`src/rtl/sdram_init_pkg.sv`:
```
package sdram_init_pkg;

  typedef enum logic [2:0] {
    ST_WAIT,
    ST_PRE,
    ST_MODE,
    ST_REF,
    ST_GAP,
    ST_DONE
  } init_state_t;

  typedef struct packed {
    logic doPre;
    logic doMode;
    logic doRefresh;
    logic markDone;
  } init_strobe_t;

endpackage

```
`src/rtl/sdram_init_ctrl.sv`:
```
module sdram_init_ctrl
  import sdram_init_pkg::*;
#(
  parameter int WAIT_CYC   = 20000,
  parameter int TRP_CYC    = 3,
  parameter int TRC_CYC    = 7,
  parameter int TMRD_CYC   = 2,
  parameter int REF_NUM    = 8,
  parameter bit MODE_FIRST = 1'b1
) (
  input  logic         clk,
  input  logic         rstN,
  output init_strobe_t strb
);

  localparam int MAX_A   = (WAIT_CYC > TRP_CYC) ? WAIT_CYC : TRP_CYC;
  localparam int MAX_B   = (TRC_CYC > TMRD_CYC) ? TRC_CYC : TMRD_CYC;
  localparam int CNT_MAX = (MAX_A > MAX_B) ? MAX_A : MAX_B;
  localparam int CNT_W   = $clog2(CNT_MAX + 1);
  localparam int REF_W   = $clog2(REF_NUM + 1);

  localparam init_state_t AFTER_PRE  = MODE_FIRST ? ST_MODE : ST_REF;
  localparam init_state_t AFTER_MODE = MODE_FIRST ? ST_REF  : ST_DONE;
  localparam init_state_t AFTER_REFS = MODE_FIRST ? ST_DONE : ST_MODE;

  init_state_t state, resume;
  logic [CNT_W-1:0] cnt;
  logic [REF_W-1:0] refCnt;
  logic modeSeen;

  always_ff @(posedge clk or negedge rstN) begin
    if (!rstN) begin
      state    <= ST_WAIT;
      resume   <= ST_PRE;
      cnt      <= CNT_W'(WAIT_CYC);
      refCnt   <= '0;
      modeSeen <= 1'b0;
    end else begin
      unique case (state)
        ST_WAIT: begin
          if (cnt == CNT_W'(1)) state <= ST_PRE;
          else cnt <= cnt - 1'b1;
        end
        ST_PRE: begin
          cnt    <= CNT_W'(TRP_CYC - 1);
          resume <= AFTER_PRE;
          state  <= ST_GAP;
        end
        ST_MODE: begin
          cnt      <= CNT_W'(TMRD_CYC - 1);
          resume   <= AFTER_MODE;
          modeSeen <= 1'b1;
          state    <= ST_GAP;
        end
        ST_REF: begin
          cnt    <= CNT_W'(TRC_CYC - 1);
          refCnt <= refCnt + 1'b1;
          resume <= (refCnt == REF_W'(REF_NUM - 1)) ? AFTER_REFS : ST_REF;
          state  <= ST_GAP;
        end
        ST_GAP: begin
          if (cnt == CNT_W'(1)) state <= resume;
          else cnt <= cnt - 1'b1;
        end
        default: state <= ST_DONE;
      endcase
    end
  end

  always_comb begin
    strb.doPre     = (state == ST_PRE);
    strb.doMode    = (state == ST_MODE);
    strb.doRefresh = (state == ST_REF);
    strb.markDone  = (state == ST_DONE);
  end


  one_cmd_chk: assert property (@(posedge clk) disable iff (!rstN)
    $onehot0({strb.doPre, strb.doMode, strb.doRefresh, strb.markDone}));


  ref_count_chk: assert property (@(posedge clk) disable iff (!rstN)
    strb.markDone |-> (refCnt == REF_W'(REF_NUM)));


  mode_order_chk: assert property (@(posedge clk) disable iff (!rstN)
    strb.doRefresh |-> (modeSeen == MODE_FIRST));

endmodule

```
`src/rtl/sdram_init_cmd_path.sv`:
```
module sdram_init_cmd_path
  import sdram_init_pkg::*;
#(
  parameter int ADDR_W      = 12,
  parameter int PRE_ALL_BIT = 10,
  parameter int WAIT_CYC    = 20000,
  parameter int TRP_CYC     = 3,
  parameter int TRC_CYC     = 7,
  parameter int TMRD_CYC    = 2
) (
  input  logic              clk,
  input  logic              rstN,
  input  init_strobe_t      strb,
  input  logic [ADDR_W-1:0] modeOpcode,
  output logic              csN,
  output logic              rasN,
  output logic              casN,
  output logic              weN,
  output logic              cke,
  output logic              dqm,
  output logic [ADDR_W-1:0] addr,
  output logic              initDone
);

  localparam logic [ADDR_W-1:0] PRE_ADDR = ADDR_W'(1) << PRE_ALL_BIT;
  localparam int GAP_MAX = (TRP_CYC > TRC_CYC)
                         ? ((TRP_CYC > TMRD_CYC) ? TRP_CYC : TMRD_CYC)
                         : ((TRC_CYC > TMRD_CYC) ? TRC_CYC : TMRD_CYC);
  localparam int GAP_W  = $clog2(GAP_MAX + 1);
  localparam int WAIT_W = $clog2(WAIT_CYC + 1);

  always_ff @(posedge clk or negedge rstN) begin
    if (!rstN) begin
      {csN, rasN, casN, weN} <= 4'b0111;
      addr     <= '0;
      cke      <= 1'b1;
      dqm      <= 1'b1;
      initDone <= 1'b0;
    end else begin
      {csN, rasN, casN, weN} <= 4'b0111;
      addr <= '0;
      cke  <= 1'b1;
      dqm  <= 1'b1;
      if (strb.doPre) begin
        {csN, rasN, casN, weN} <= 4'b0010;
        addr <= PRE_ADDR;
      end
      if (strb.doMode) begin
        {csN, rasN, casN, weN} <= 4'b0000;
        addr <= modeOpcode;
      end
      if (strb.doRefresh) begin
        {csN, rasN, casN, weN} <= 4'b0001;
      end
      if (strb.markDone) initDone <= 1'b1;
    end
  end

  // Observation state for the timing checks below.
  logic [WAIT_W-1:0] sinceReset;
  logic [GAP_W-1:0]  sinceCmd;
  logic [GAP_W-1:0]  needGap;
  logic              anyCmd;
  logic              issue;

  assign issue = strb.doPre | strb.doMode | strb.doRefresh;

  always_ff @(posedge clk or negedge rstN) begin
    if (!rstN) begin
      sinceReset <= '0;
      sinceCmd   <= '0;
      needGap    <= '0;
      anyCmd     <= 1'b0;
    end else begin
      if (sinceReset != WAIT_W'(WAIT_CYC)) sinceReset <= sinceReset + 1'b1;
      if (issue) begin
        anyCmd   <= 1'b1;
        sinceCmd <= GAP_W'(1);
        if (strb.doPre)     needGap <= GAP_W'(TRP_CYC);
        if (strb.doMode)    needGap <= GAP_W'(TMRD_CYC);
        if (strb.doRefresh) needGap <= GAP_W'(TRC_CYC);
      end else if (sinceCmd != GAP_W'(GAP_MAX)) begin
        sinceCmd <= sinceCmd + 1'b1;
      end
    end
  end


  wait_before_cmd_chk: assert property (@(posedge clk) disable iff (!rstN)
    issue |-> (sinceReset == WAIT_W'(WAIT_CYC)));


  cmd_spacing_chk: assert property (@(posedge clk) disable iff (!rstN)
    ((issue || strb.markDone) && anyCmd) |-> (sinceCmd >= needGap));


  done_sticky_chk: assert property (@(posedge clk) disable iff (!rstN)
    initDone |=> initDone);


  idle_after_done_chk: assert property (@(posedge clk) disable iff (!rstN)
    initDone |-> (csN || (rasN && casN && weN)));

endmodule

```
`src/rtl/sdram_power_init.sv`:
```
module sdram_power_init
  import sdram_init_pkg::*;
#(
  parameter int CLK_MHZ    = 100,
  parameter int WAIT_US    = 200,
  parameter int ADDR_W     = 12,
  parameter int TRP_CYC    = 3,
  parameter int TRC_CYC    = 7,
  parameter int TMRD_CYC   = 2,
  parameter int REF_NUM    = 8,
  parameter bit MODE_FIRST = 1'b1
) (
  input  logic              clk,
  input  logic              rstN,
  input  logic [ADDR_W-1:0] modeOpcode,
  output logic              csN,
  output logic              rasN,
  output logic              casN,
  output logic              weN,
  output logic              cke,
  output logic              dqm,
  output logic [ADDR_W-1:0] addr,
  output logic              initDone
);

  localparam int WAIT_RAW = CLK_MHZ * WAIT_US;
  localparam int WAIT_CYC = (WAIT_RAW < 1) ? 1 : WAIT_RAW;
  localparam int TRP_EFF  = (TRP_CYC  < 2) ? 2 : TRP_CYC;
  localparam int TRC_EFF  = (TRC_CYC  < 2) ? 2 : TRC_CYC;
  localparam int TMRD_EFF = (TMRD_CYC < 2) ? 2 : TMRD_CYC;
  localparam int REF_EFF  = (REF_NUM  < 8) ? 8 : REF_NUM;

  init_strobe_t strb;

  sdram_init_ctrl #(
    .WAIT_CYC  (WAIT_CYC),
    .TRP_CYC   (TRP_EFF),
    .TRC_CYC   (TRC_EFF),
    .TMRD_CYC  (TMRD_EFF),
    .REF_NUM   (REF_EFF),
    .MODE_FIRST(MODE_FIRST)
  ) uCtrl (
    .clk (clk),
    .rstN(rstN),
    .strb(strb)
  );

  sdram_init_cmd_path #(
    .ADDR_W     (ADDR_W),
    .PRE_ALL_BIT(10),
    .WAIT_CYC   (WAIT_CYC),
    .TRP_CYC    (TRP_EFF),
    .TRC_CYC    (TRC_EFF),
    .TMRD_CYC   (TMRD_EFF)
  ) uPath (
    .clk       (clk),
    .rstN      (rstN),
    .strb      (strb),
    .modeOpcode(modeOpcode),
    .csN       (csN),
    .rasN      (rasN),
    .casN      (casN),
    .weN       (weN),
    .cke       (cke),
    .dqm       (dqm),
    .addr      (addr),
    .initDone  (initDone)
  );

endmodule

```
`config.mk`:
```
export PLATFORM = sky130hd
export DESIGN_NAME = sdram_power_init
export DESIGN_NICKNAME = d
export VERILOG_FILES = /design/src/rtl/sdram_init_pkg.sv /design/src/rtl/sdram_init_ctrl.sv /design/src/rtl/sdram_init_cmd_path.sv /design/src/rtl/sdram_power_init.sv
export SDC_FILE = /design/constraint.sdc
export NUM_CORES = 1
export LEC_CHECK = 0
export BUFFER_PORTS_ARGS = -buffer_cell sky130_fd_sc_hd__buf_2
export CAP_MARGIN = 20
export CORE_UTILIZATION = 40
export CTS_BUF_LIST = sky130_fd_sc_hd__clkbuf_2 sky130_fd_sc_hd__clkbuf_4 sky130_fd_sc_hd__clkbuf_8
export CTS_CLUSTER_SIZE = 28
export DETAILED_ROUTE_END_ITERATION = 6
export PLACE_DENSITY = 0.63
export SYNTH_ARGS = -nofsm -noshare
export SYNTH_HDL_FRONTEND = slang
export SYNTH_HIERARCHICAL = 1
export SYNTH_SLANG_ARGS = --single-unit
```
`constraint.sdc`:
```
create_clock -name clk -period 3.5 [get_ports clk]
set_input_delay 0.35 -clock clk [delete_from_list [all_inputs] [get_ports clk]]
set_output_delay 0.35 -clock clk [all_outputs]
set_load 0.005 [all_outputs]
```
==> results by group, run 1 <==
Run status
  – Status: finished, violations left
  – Failing checks: DRC

Synthesis
  – Synth Cell Area: approximately 1900 um^2
  – #FFs+latches synth: 41
  – Async SR Flop Fraction: 100.0%
  – Ys flop type: dfrtp_1
  – Cells after Synth: roughly 180
  – Avg Cell Area, Syn: 10.79 um^2
  – Sequential share of the synthesized area: roughly 54%
  – Yosys cell types: between 40 and 50
  – EDFF count, synth: 0
  – Ys Warns: 6

GRT
  – GRT Total Usage: roughly 17%
  – Largest net degree at the start of global routing: 42
  – First-pass GRT wire length: roughly 6500 um
  – GR Overflow Total: 0
  – Initial antenna violation count: 0
  – Number of global-route vias before repair: about 1400

Floorplanning
  – I/O Pins: 33
  – Die H: between 70 and 80 um
  – Core area: roughly 4500 um^2
  – Row count: 24
  – Initial Util: a little over two fifths
  – Die width: 71.11 um
  – Die area: roughly 5100 um^2

Finish
  – Area delta synth->final: 12.70%
  – # diodes: 0
  – Nets@finish: 220
  – Layout cells sized above 1: 28.43%
  – Fillers: 407
  – Final Cell Area: roughly 2200 um^2

Run
  – Max Cap Viol: 0

Worst setup path
  – Buffers & Inverters on Critical Path: 1
  – Largest delay share family, worst path: simple AND/OR/NAND/NOR gates
  – CP Launch Type: flop
  – Slowest stage delay, CP: 650 ps
  – Worst-path fanout max: 9
  – Crit. End Element: flop
  – Slowest CP cell: nor4b_1
  – Worst path cell trace: inv_1, ha_1, nor4b_1, and4_1, nor3_1, a221o_1
  – Critical Path RT: roughly 3700 ps
  – Worst path arrival time: 2610 ps
  – Type of the worst setup path: reg -> reg

STA
  – Clk_skew: 4.977 ps
  – Final setup fails: 0
  – Final Cycle Share: approximately 70%
  – Post-layout minimum cycle time: between 2000 and 2500 ps
  – Hold WS: between 150 and 200 ps
  – Slew Viols, Final: 0
  – Fin. Hold Viols: 0
  – Fmax: 411.0 MHz
  – Worst Tran Pin Value: just under 1000 ps
  – Slew margin rel.: a little over a third
  – Setup TNS: 0 ps
  – RSZ-0062 raised after global routing: no
  – Final worst slack: around 1100 ps

Clock tree
  – CTS H-Tree Depth: 2
  – Root Buffer: clkbuf_8
  – TritonCTS Buffers: 5
  – Clock Sinks: 41
  – Post-CTS Setup Inserts: 0
  – Max Buffers Root-to-Sink: 2
  – CTS tree: built
  – CTS Hold Buffers Added: 0
  – CTS clk-pin slew, worst paths: 80 ps
  – Latest clock arrival within the worst-skew pair: around 300 ps
  – Post_cts resized: 0

Placement
  – Dpl ws: ~1100 ps
  – HPWL Detailed: ~2700 um
  – Placer Congestion: a little under 0.9
  – Placed cell areas: about 2100 um^2
  – IO Port Bufs: 29

Detailed routing
  – Vias post-DR: between 1000 and 1500
  – Router iterations before antenna repair: 6
  – Antenna Violating Nets Remaining: 0
  – DRT Wirelength: ~3800 um
  – Initial DRC count: 120
  – Via density per instance: between 5 and 6
  – Drt drc: 2
  – Wire per inst: 14.75 um

Power and ir drop
  – Lkg Pwr: 0.9877 nW
  – Max VDD drop: 0.2709 mV
  – PD cells: 371.8 nW/um^2

Hold path
  – Hold WC Path Type: in -> async
## per-stage QoR
stage                     util, %  cells  power, mW
after floorplan                 -    178     0.4861
after global placement      46.09    248     0.4985
after detailed placement    46.09    248     0.4992
after CTS                   48.13    256     0.8146
after global routing        48.13    256     0.8375
final                       48.13    256     0.8006
## cells by family after synthesis
kind of cell | after synthesis | synth area share [%]
compound gates | 40 | 14.41
simple gates | 70 | 21.87
other cells | 2 | 0.3931
flops | 41 | 54.29
fa+ha+maj | 3 | 1.965
buf+inv | 15 | 4.060
xor+xnor | 4 | 1.834
mux | 2 | 1.179
## routing by layer
layer,part of all wire [%],vias to the layer above,global-route usage [%]
met3,3.4,7,4.701
met2,48,28,27.03
met5,0,-,0
li1,-,693,-
met1,46,708,21.44
met4,1.6,0,7.333
## cell usage in the layout, fill, tap and decap left out, types with 2 or more instances in the layout
cell and n:
dfrtp_1 32, buf_2 29, nor2_1 14, a21oi_1 11
nand2_1 9, and2_1 9, dfstp_2 9, o21ai_0 7
clkbuf_8 5, o41ai_1 5, inv_1 4, or4_1 4
and2_2 4, nand2b_1 3, nand4b_1 3, xnor2_1 3
nand3_1 3, o31ai_1 3, ha_1 3, conb_1 3
clkinv_4 2, and3b_1 2, nor4_1 2, nand4_1 2
o21bai_1 2, a31oi_1 2, a41o_1 2, and3_1 2
or3_1 2, nor3_1 2, mux2_2 2, or2_2 2
## where the power goes
group | total, mW | internal (mW) | switching (mW)
Clock | 0.311 | 0.141 | 0.170
Combinational | 0.0156 | 0.00495 | 0.0106
Sequential | 0.474 | 0.474 | 0
Total | 0.801 | 0.620 | 0.181
## Yosys cell counts, types with 4 or more instances
master,number,area share [%]
dfrtp_1,32,42
nor2_1,14,2.8
a21oi_1,11,2.9
and2_1,9,2.9
dfstp_2,9,12
nand2_1,9,1.8
o21ai_0,7,1.8
clkbuf_1,5,0.98
o41ai_1,5,2.3
and2_2,4,1.6
inv_1,4,0.79
or4_1,4,1.6
## worst paths after layout
check | start | to | slack [ps] | depth (start not counted)
max | uCtrl/cnt[1] | uCtrl/cnt[1] | 1070 | 6
min | rstN | uPath/addr[9] | 170 | 1
max reg2reg | uCtrl/cnt[1] | uCtrl/cnt[1] | 1070 | 6
min reg2reg | uCtrl/resume[0] | uCtrl/resume[0] | 460 | 2
max in group asynchronous | rstN | uCtrl/cnt[12] | 2780 | 1
min in group clk | modeOpcode[3] | uPath/addr[3] | 260 | 2
## area by class of cell
class	count	area, um^2	share of cell area (%)
clock buffer	5	68.82	3.196
clock inverter	3	22.52	1.046
multi-input combinational	122	799.5	37.13
timing repair buffer	29	145.1	6.740
tap	52	65.06	3.021
sequential	41	1037	48.17
inverter	4	15.01	0.6973
## state kept, by name, indices dropped and copies added, names as in the netlist
| signal | flops |
|---|---|
| uCtrl/refCnt | 4 |
| uCtrl/cnt | 15 |
| uCtrl/resume | 3 |
| uCtrl/state | 3 |
| uPath/rasN | 1 |
| uPath/casN | 1 |
| uPath/addr | 12 |
| uPath/initDone | 1 |
| uPath/weN | 1 |
No activity file was read; power rests on OpenSTA's default activity.
==> run 2, diff against run 1 <==
Settings changed: PLACE_DENSITY 0.63 to 0.65.
Clock period 3.5 ns to 2 ns, I/O delays scaled along.
==> run 2 against run 1 <==
Effect of this change:
- the flow still finishes with violations (DRC)
- worst setup slack worse by 990 ps
- cell area grew 7.4%
- count of clock-buffer cells in the layout grew 1
==> results by group, run 2 (synthesized netlist as in run 1, its figures left out) <==
STA
  – Final worst slack: 73.50 ps (was 1067 ps)
  – Fin. Hold Viols: 0 (unchanged)
  – RSZ-0062 raised after global routing: no (unchanged)
  – Post-layout minimum cycle time: 1926 ps (was 2433 ps)
  – Worst Tran Pin Value: 505.5 ps (was 963.6 ps)
  – Slew Viols, Final: 0 (unchanged)
  – Fmax: 519.1 MHz (was 411.0 MHz)
  – Slew margin rel.: 66.23% (was 35.52%)
  – Setup TNS: 0 ps (unchanged)
  – Final setup fails: 0 (unchanged)
  – Clk_skew: 12.13 ps (was 4.977 ps)
  – Final Cycle Share: 96.32% (was 69.52%)

Detailed routing
  – Drt drc: 4 (was 2)
  – Via density per instance: 5.395 (was 5.609)
  – Wire per inst: 13.85 um (was 14.75 um)
  – Initial DRC count: 118 (was 120)
  – Router iterations before antenna repair: 7 (was 6)
  – DRT Wirelength: 3822 um (was 3776 um)
  – Vias post-DR: 1489 (was 1436)
  – Antenna Violating Nets Remaining: 0 (unchanged)

Power and ir drop
  – Comb power frac: 2.2% (was 1.9%)
  – Max VDD drop: 0.3815 mV (was 0.2709 mV)
  – PD cells: 607.7 nW/um^2 (was 371.8 nW/um^2)
  – Sequential fraction of design power: 59.0% (was 59.2%)
  – P_sw: 306.1 uW (was 180.5 uW)
  – Switch share: 21.77% (was 22.55%)
  – Clock network fraction of total power: 38.9% (about the same)
  – Lkg Pwr: 1.080 nW (was 0.9877 nW)
  – P_int: 1.100 mW (was 620.1 uW)

Finish
  – Area delta synth->final: 21.09% (was 12.70%)
  – Most common cell after layout, fill and taps aside: dfrtp_1 (unchanged)
  – Fillers: 416 (was 407)
  – # diodes: 0 (unchanged)
  – Most frequent cells in the layout: 32 x dfrtp_1, 29 x buf_2, 19 x buf_4, 14 x nor2_1, 11 x a21oi_1 (was 32 x dfrtp_1, 29 x buf_2, 14 x nor2_1, 11 x a21oi_1)
  – Largest register FFs: 15 (unchanged)
  – Registers with the most flip-flops: uCtrl/cnt (15), uPath/addr (12), uCtrl/refCnt (4) (unchanged)
  – Nets@finish: 240 (was 220)
  – Biggest register: uCtrl/cnt (unchanged)
  – Layout cells sized above 1: 35.27% (was 28.43%)

Clock tree
  – CTS tree: built (unchanged)
  – Post-CTS Setup Inserts: 0 (unchanged)
  – CTS H-Tree Depth: 2 (unchanged)
  – Clock Sinks: 41 (unchanged)
  – Root Buffer: clkbuf_8 (unchanged)
  – CTS clk-pin slew, worst paths: 80 ps (about the same)
  – Max Buffers Root-to-Sink: 2 (unchanged)
  – Latest clock arrival within the worst-skew pair: 290 ps (was 300 ps)
  – TritonCTS Buffers: 5 (unchanged)

Worst setup path
  – Worst-path fanout max: 7 (was 9)
  – Worst R2R End: uCtrl/cnt[11] (was uCtrl/cnt[1])
  – Number of cells on the worst reg-to-reg path: 4 (was 6)
  – CP Launch Type: flop (unchanged)
  – Worst setup path end: uCtrl/cnt[11] (was uCtrl/cnt[1])
  – Setup crit start: uCtrl/cnt[6] (was uCtrl/cnt[1])
  – Crit. End Element: flop (unchanged)
  – R2r setup slk: 70 ps (was 1070 ps)
  – Worst path arrival time: 2150 ps (was 2610 ps)
  – Type of the worst setup path: reg -> reg (unchanged)
  – Critical Path RT: 2220 ps (was 3680 ps)
  – Reg2reg start: uCtrl/cnt[6] (was uCtrl/cnt[1])

Placement
  – Placer Congestion: 0.7941 (was 0.8722)
  – IO Port Bufs: 29 (unchanged)
  – HPWL Detailed: 2675 um (was 2677 um)
  – Dpl ws: 100.5 ps (was 1112 ps)

GRT
  – Largest net degree at the start of global routing: 42 (unchanged)
  – Initial antenna violation count: 0 (unchanged)
  – GRT Total Usage: 17.11% (was 16.86%)
  – First-pass GRT wire length: 6720 um (was 6513 um)
  – Number of global-route vias before repair: 1465 (was 1420)
  – GR Overflow Total: 0 (unchanged)

Run
  – Max Cap Viol: 0 (unchanged)

Floorplanning
  – Die width: 71.11 um (unchanged)
  – I/O Pins: 33 (unchanged)
  – Row count: 24 (unchanged)
  – Initial Util: 42.70% (unchanged)
  – Die area: 5057 um^2 (unchanged)
  – Die H: 71.11 um (unchanged)
  – Core area: 4474 um^2 (unchanged)

Hold path
  – Min-delay src: modeOpcode[1]
  – Hold WC Path Type: in -> reg (was in -> async)

Run status
  – Status: finished, violations left (unchanged)
  – Failing checks: DRC (unchanged)
==> run 2: area by class of cell <==
class	instances	area [um^2]	share of cell area (%)
Sequential cell	41	1037	44.83
Multi-Input combinational cell	122	807.0	34.88
Clock inverter	2	15.01	0.6490
Inverter	4	15.01	0.6490
Timing Repair Buffer	49	297.8	12.87
Tap cell	52	65.06	2.812
Clock buffer	6	76.32	3.299
==> run 2: how the worst min path moves through the flow <==
| stage | to | slack [ps] | cells past startpoint |
|---|---|---|---|
| 2_1_floorplan | uCtrl/cnt[0] | -100 | 0 |
| 3_3_place_gp | uPath/addr[6] | 290 | 2 |
| 3_5_place_dp | uPath/addr[4] | 300 | 2 |
| 4_1_cts | uPath/addr[1] | 100 | 2 |
| 5_1_grt | uPath/addr[0] | 110 | 2 |
| 6_report | uPath/addr[1] | 110 | 2 |
==> run 2: through the flow <==
| stage | utilization (%) | std cells | hold slack [ps] | instance area, um^2 | power, mW |
|---|---|---|---|---|---|
| global placement | 49.27 | 267 | 285.8 | 2205 | 0.8744 |
| global route | 51.71 | 276 | 110.9 | 2313 | 1.465 |
| detailed placement | 49.27 | 267 | 295.0 | 2205 | 0.8751 |
| finish | 51.71 | 276 | 109.2 | 2313 | 1.406 |
| floorplan | - | 178 | -95.59 | 1914 | 0.8506 |
| CTS | 51.54 | 276 | 103.2 | 2306 | 1.435 |
==> run 2: layer usage <==
layer / global-route usage, % / vias to the layer above / share of wire [%]
li1: - / 727 / -
met1: 22.10 / 731 / 46
met2: 28.31 / 26 / 48
met3: 3.846 / 5 / 4.2
met4: 6.222 / 0 / 1.3
met5: 0 / - / 0
==> run 2: critical path: stages (launching register included) <==
cell and delay, ps:
dfrtp_1 430, or4_1 570, a211o_1 310, or4_1 410, a21oi_1 160
==> run 2: repair_timing <==
item	CTS	global route
endpoints found under the hold margin	32	0
hold buffers	1	0
gates resized for setup	0	2
setup endpoints to repair	0	2
==> run 2: power groups by stage <==
stage	logic, mW	clock network, mW	registers (mW)
2_1_floorplan	0.00551	0	0.845
3_3_place_gp	0.0295	0	0.845
3_5_place_dp	0.0302	0	0.845
4_1_cts	0.0316	0.574	0.829
5_1_grt	0.0367	0.599	0.829
6_report	0.0303	0.546	0.829
==> run 3, diff against run 2 <==
Settings changed: CTS_CLUSTER_DIAMETER from default to 150, SETUP_SLACK_MARGIN from default to 0.2.
==> run 3 against run 2 <==
Effect of this change:
- the run now ends clean
- routed wire length rose by 5.7%
- final cell count rose by 2.5%
- first-iteration DRC count fell by 24%
- die area did not move
- via count rose by 4.7%
- largest cell class unchanged
- utilization rose by 3.5 points
==> results by group, run 3 (synthesized netlist as in run 1, its figures left out) <==
Power and ir drop
  – PD cells: 577.0 nW/um^2 (was 607.7 nW/um^2)
  – Max VDD drop: 0.4870 mV (was 0.3815 mV)
  – Lkg Pwr: 1.136 nW (was 1.080 nW)

Worst setup path
  – R2r setup slk: 70 ps (about the same)
  – Slowest CP cell: or4_4 (was or4_1)
  – Crit. End Element: flop (unchanged)
  – Worst R2R End: uCtrl/cnt[13] (was uCtrl/cnt[11])
  – Worst path cell trace: or4_4, a211o_4, or4_4, a21oi_2 (was or4_1, a211o_1, or4_1, a21oi_1)
  – Number of cells on the worst reg-to-reg path: 4 (unchanged)
  – CP Launch Type: flop (unchanged)
  – Critical Path RT: 2240 ps (was 2220 ps)
  – Type of the worst setup path: reg -> reg (unchanged)
  – Worst path arrival time: 2170 ps (was 2150 ps)
  – Worst-path fanout max: 5 (was 7)
  – Reg2reg start: uCtrl/cnt[7] (was uCtrl/cnt[6])
  – CP most frequent cell: or4_4 (was or4_1)
  – Slowest stage delay, CP: 570 ps (about the same)

Finish
  – Biggest register: uCtrl/cnt (unchanged)
  – Layout cells sized above 1: 43.29% (was 35.27%)
  – Fillers: 391 (was 416)
  – Multi-input logic area: 907.1 um^2 (was 807.0 um^2)
  – Most common cell after layout, fill and taps aside: dfrtp_1 (unchanged)
  – Most frequent cells in the layout: 32 x dfrtp_1, 29 x buf_2, 26 x buf_4, 14 x nor2_1 (was 32 x dfrtp_1, 29 x buf_2, 19 x buf_4, 14 x nor2_1, 11 x a21oi_1)
  – Registers with the most flip-flops: uCtrl/cnt (15), uPath/addr (12), uCtrl/refCnt (4) (unchanged)
  – Area delta synth->final: 29.21% (was 21.09%)
  – Nets@finish: 247 (was 240)
  – Largest register FFs: 15 (unchanged)
  – # diodes: 0 (unchanged)
  – Reg area: 1037 um^2 (unchanged)

Detailed routing
  – Via density per instance: 5.509 (was 5.395)
  – Antenna Violating Nets Remaining: 0 (unchanged)
  – Drt drc: 0 (was 4)
  – Vias post-DR: 1559 (was 1489)
  – Initial DRC count: 90 (was 118)
  – DRT Wirelength: 4038 um (was 3822 um)
  – Router iterations before antenna repair: 4 (was 7)
  – Wire per inst: 14.27 um (was 13.85 um)

Clock tree
  – CTS clk-pin slew, worst paths: 90 ps (was 80 ps)
  – TritonCTS Buffers: 5 (unchanged)
  – CTS tree: built (unchanged)
  – Clock Sinks: 41 (unchanged)
  – Max Buffers Root-to-Sink: 2 (unchanged)
  – Latest clock arrival within the worst-skew pair: 300 ps (was 290 ps)
  – CTS H-Tree Depth: 2 (unchanged)
  – Root Buffer: clkbuf_8 (unchanged)

Floorplanning
  – Row count: 24 (unchanged)
  – Die width: 71.11 um (unchanged)
  – I/O Pins: 33 (unchanged)
  – Die area: 5057 um^2 (unchanged)
  – Core area: 4474 um^2 (unchanged)
  – Initial Util: 42.70% (unchanged)
  – Die H: 71.11 um (unchanged)

Run status
  – Status: complete, no violations (was finished, violations left)

GRT
  – GR Overflow Total: 0 (unchanged)
  – GRT Total Usage: 17.15% (was 17.11%)
  – Initial antenna violation count: 0 (unchanged)
  – Largest net degree at the start of global routing: 42 (unchanged)
  – Number of global-route vias before repair: 1438 (was 1465)
  – First-pass GRT wire length: 6713 um (was 6720 um)

Placement
  – Placer Congestion: 0.8799 (was 0.7941)
  – IO Port Bufs: 29 (unchanged)
  – HPWL Detailed: 2614 um (was 2675 um)
  – Dpl ws: 25.89 ps (was 100.5 ps)

STA
  – Final worst slack: 69.02 ps (was 73.50 ps)
  – Slew margin rel.: 66.42% (was 66.23%)
  – Fmax: 517.9 MHz (was 519.1 MHz)
  – Slew Viols, Final: 0 (unchanged)
  – Final setup fails: 0 (unchanged)
  – Final Cycle Share: 96.55% (was 96.32%)
  – Clk_skew: 7.454 ps (was 12.13 ps)
  – Post-layout minimum cycle time: 1931 ps (was 1926 ps)
  – Setup TNS: 0 ps (unchanged)
  – Worst Tran Pin Value: 499.1 ps (was 505.5 ps)
  – RSZ-0062 raised after global routing: yes (was no)
  – Fin. Hold Viols: 0 (unchanged)

Hold path
  – Min-delay src: modeOpcode[4] (was modeOpcode[1])
  – Hold WC Path Type: in -> reg (unchanged)
  – WHS Path Cells: 2 (unchanged)
  – Hold Crit Endpoint: uPath/addr[4] (was uPath/addr[1])

Run
  – Max Cap Viol: 0 (unchanged)
[run 3: cell types whose count changed in the layout (fill, tap and decap cells not counted), moves of 2 or more]
cell	change
or4_1	-3
o21ai_0	-3
or4_4	+3
buf_4	+7
inv_6	+2
a21oi_1	-2
o21ai_1	+3
a21oi_2	+2
[run 3: repair_timing]
item,in CTS,in global routing
resized for setup,3,20
hold buffers,1,0
buffers inserted,5,8
endpoints found under the setup margin,7,15
hold endpoints to repair,32,0
pin swaps,2,7
[run 3: area by class of cell]
| type | count | share of cell area [%] |
|---|---|---|
| sequential | 41 | 42.02 |
| multi-input combinational | 122 | 36.75 |
| timing repair buffer | 56 | 14.19 |
| clock buffer | 5 | 2.788 |
| tap | 52 | 2.636 |
| clock inverter | 3 | 1.014 |
| inverter | 4 | 0.6082 |
[run 3: worst max-delay path by stage]
stage	from	endpoint	slack (ps)	cells past startpoint
2_1_floorplan	uCtrl/cnt[7]	uCtrl/cnt[11]	190	4
3_3_place_gp	uCtrl/cnt[1]	uCtrl/cnt[1]	130	6
3_5_place_dp	uCtrl/cnt[1]	uCtrl/cnt[1]	30	6
4_1_cts	uCtrl/cnt[4]	uCtrl/cnt[13]	100	4
6_report	uCtrl/cnt[7]	uCtrl/cnt[13]	70	4
5_1_grt	uCtrl/cnt[8]	uCtrl/cnt[13]	30	4
[run 3: metal layers]
layer | global-route usage, % | up-vias | share of wire (%)
met5 | 0 | - | 0
met1 | 23.28 | 765 | 48
met4 | 5.333 | 0 | 1.5
li1 | - | 750 | -
met2 | 26.92 | 36 | 47
met3 | 4.701 | 8 | 3.8
[run 3: through the flow]
| step | utilization, % | hold WS (ps) | instance area (um^2) | std cells | total power, mW |
|---|---|---|---|---|---|
| 3_3_place_gp | 48.41 | 290.0 | 2166 | 261 | 0.8746 |
| 2_1_floorplan | - | -95.59 | 1921 | 178 | 0.8506 |
| 3_5_place_dp | 48.41 | 295.8 | 2166 | 261 | 0.8755 |
| 5_1_grt | 55.17 | 90.46 | 2469 | 283 | 1.483 |
| 6_report | 55.17 | 109.1 | 2469 | 283 | 1.424 |
| 4_1_cts | 51.82 | 99.91 | 2318 | 275 | 1.446 |
[run 3: power by group]
group / leakage [nW] / internal [mW] / total, mW / switching (mW)
Clock: 0.0452 / 0.254 / 0.565 / 0.311
Combinational: 0.596 / 0.0112 / 0.0304 / 0.0192
Sequential: 0.495 / 0.829 / 0.829 / 0
[run 3: worst max-delay path, delay by kind of cell (launching register included)]
| kind | cells | cell delay, ps |
|---|---|---|
| compound gates | 2 | 470 |
| flops | 1 | 420 |
| simple gates | 2 | 990 |
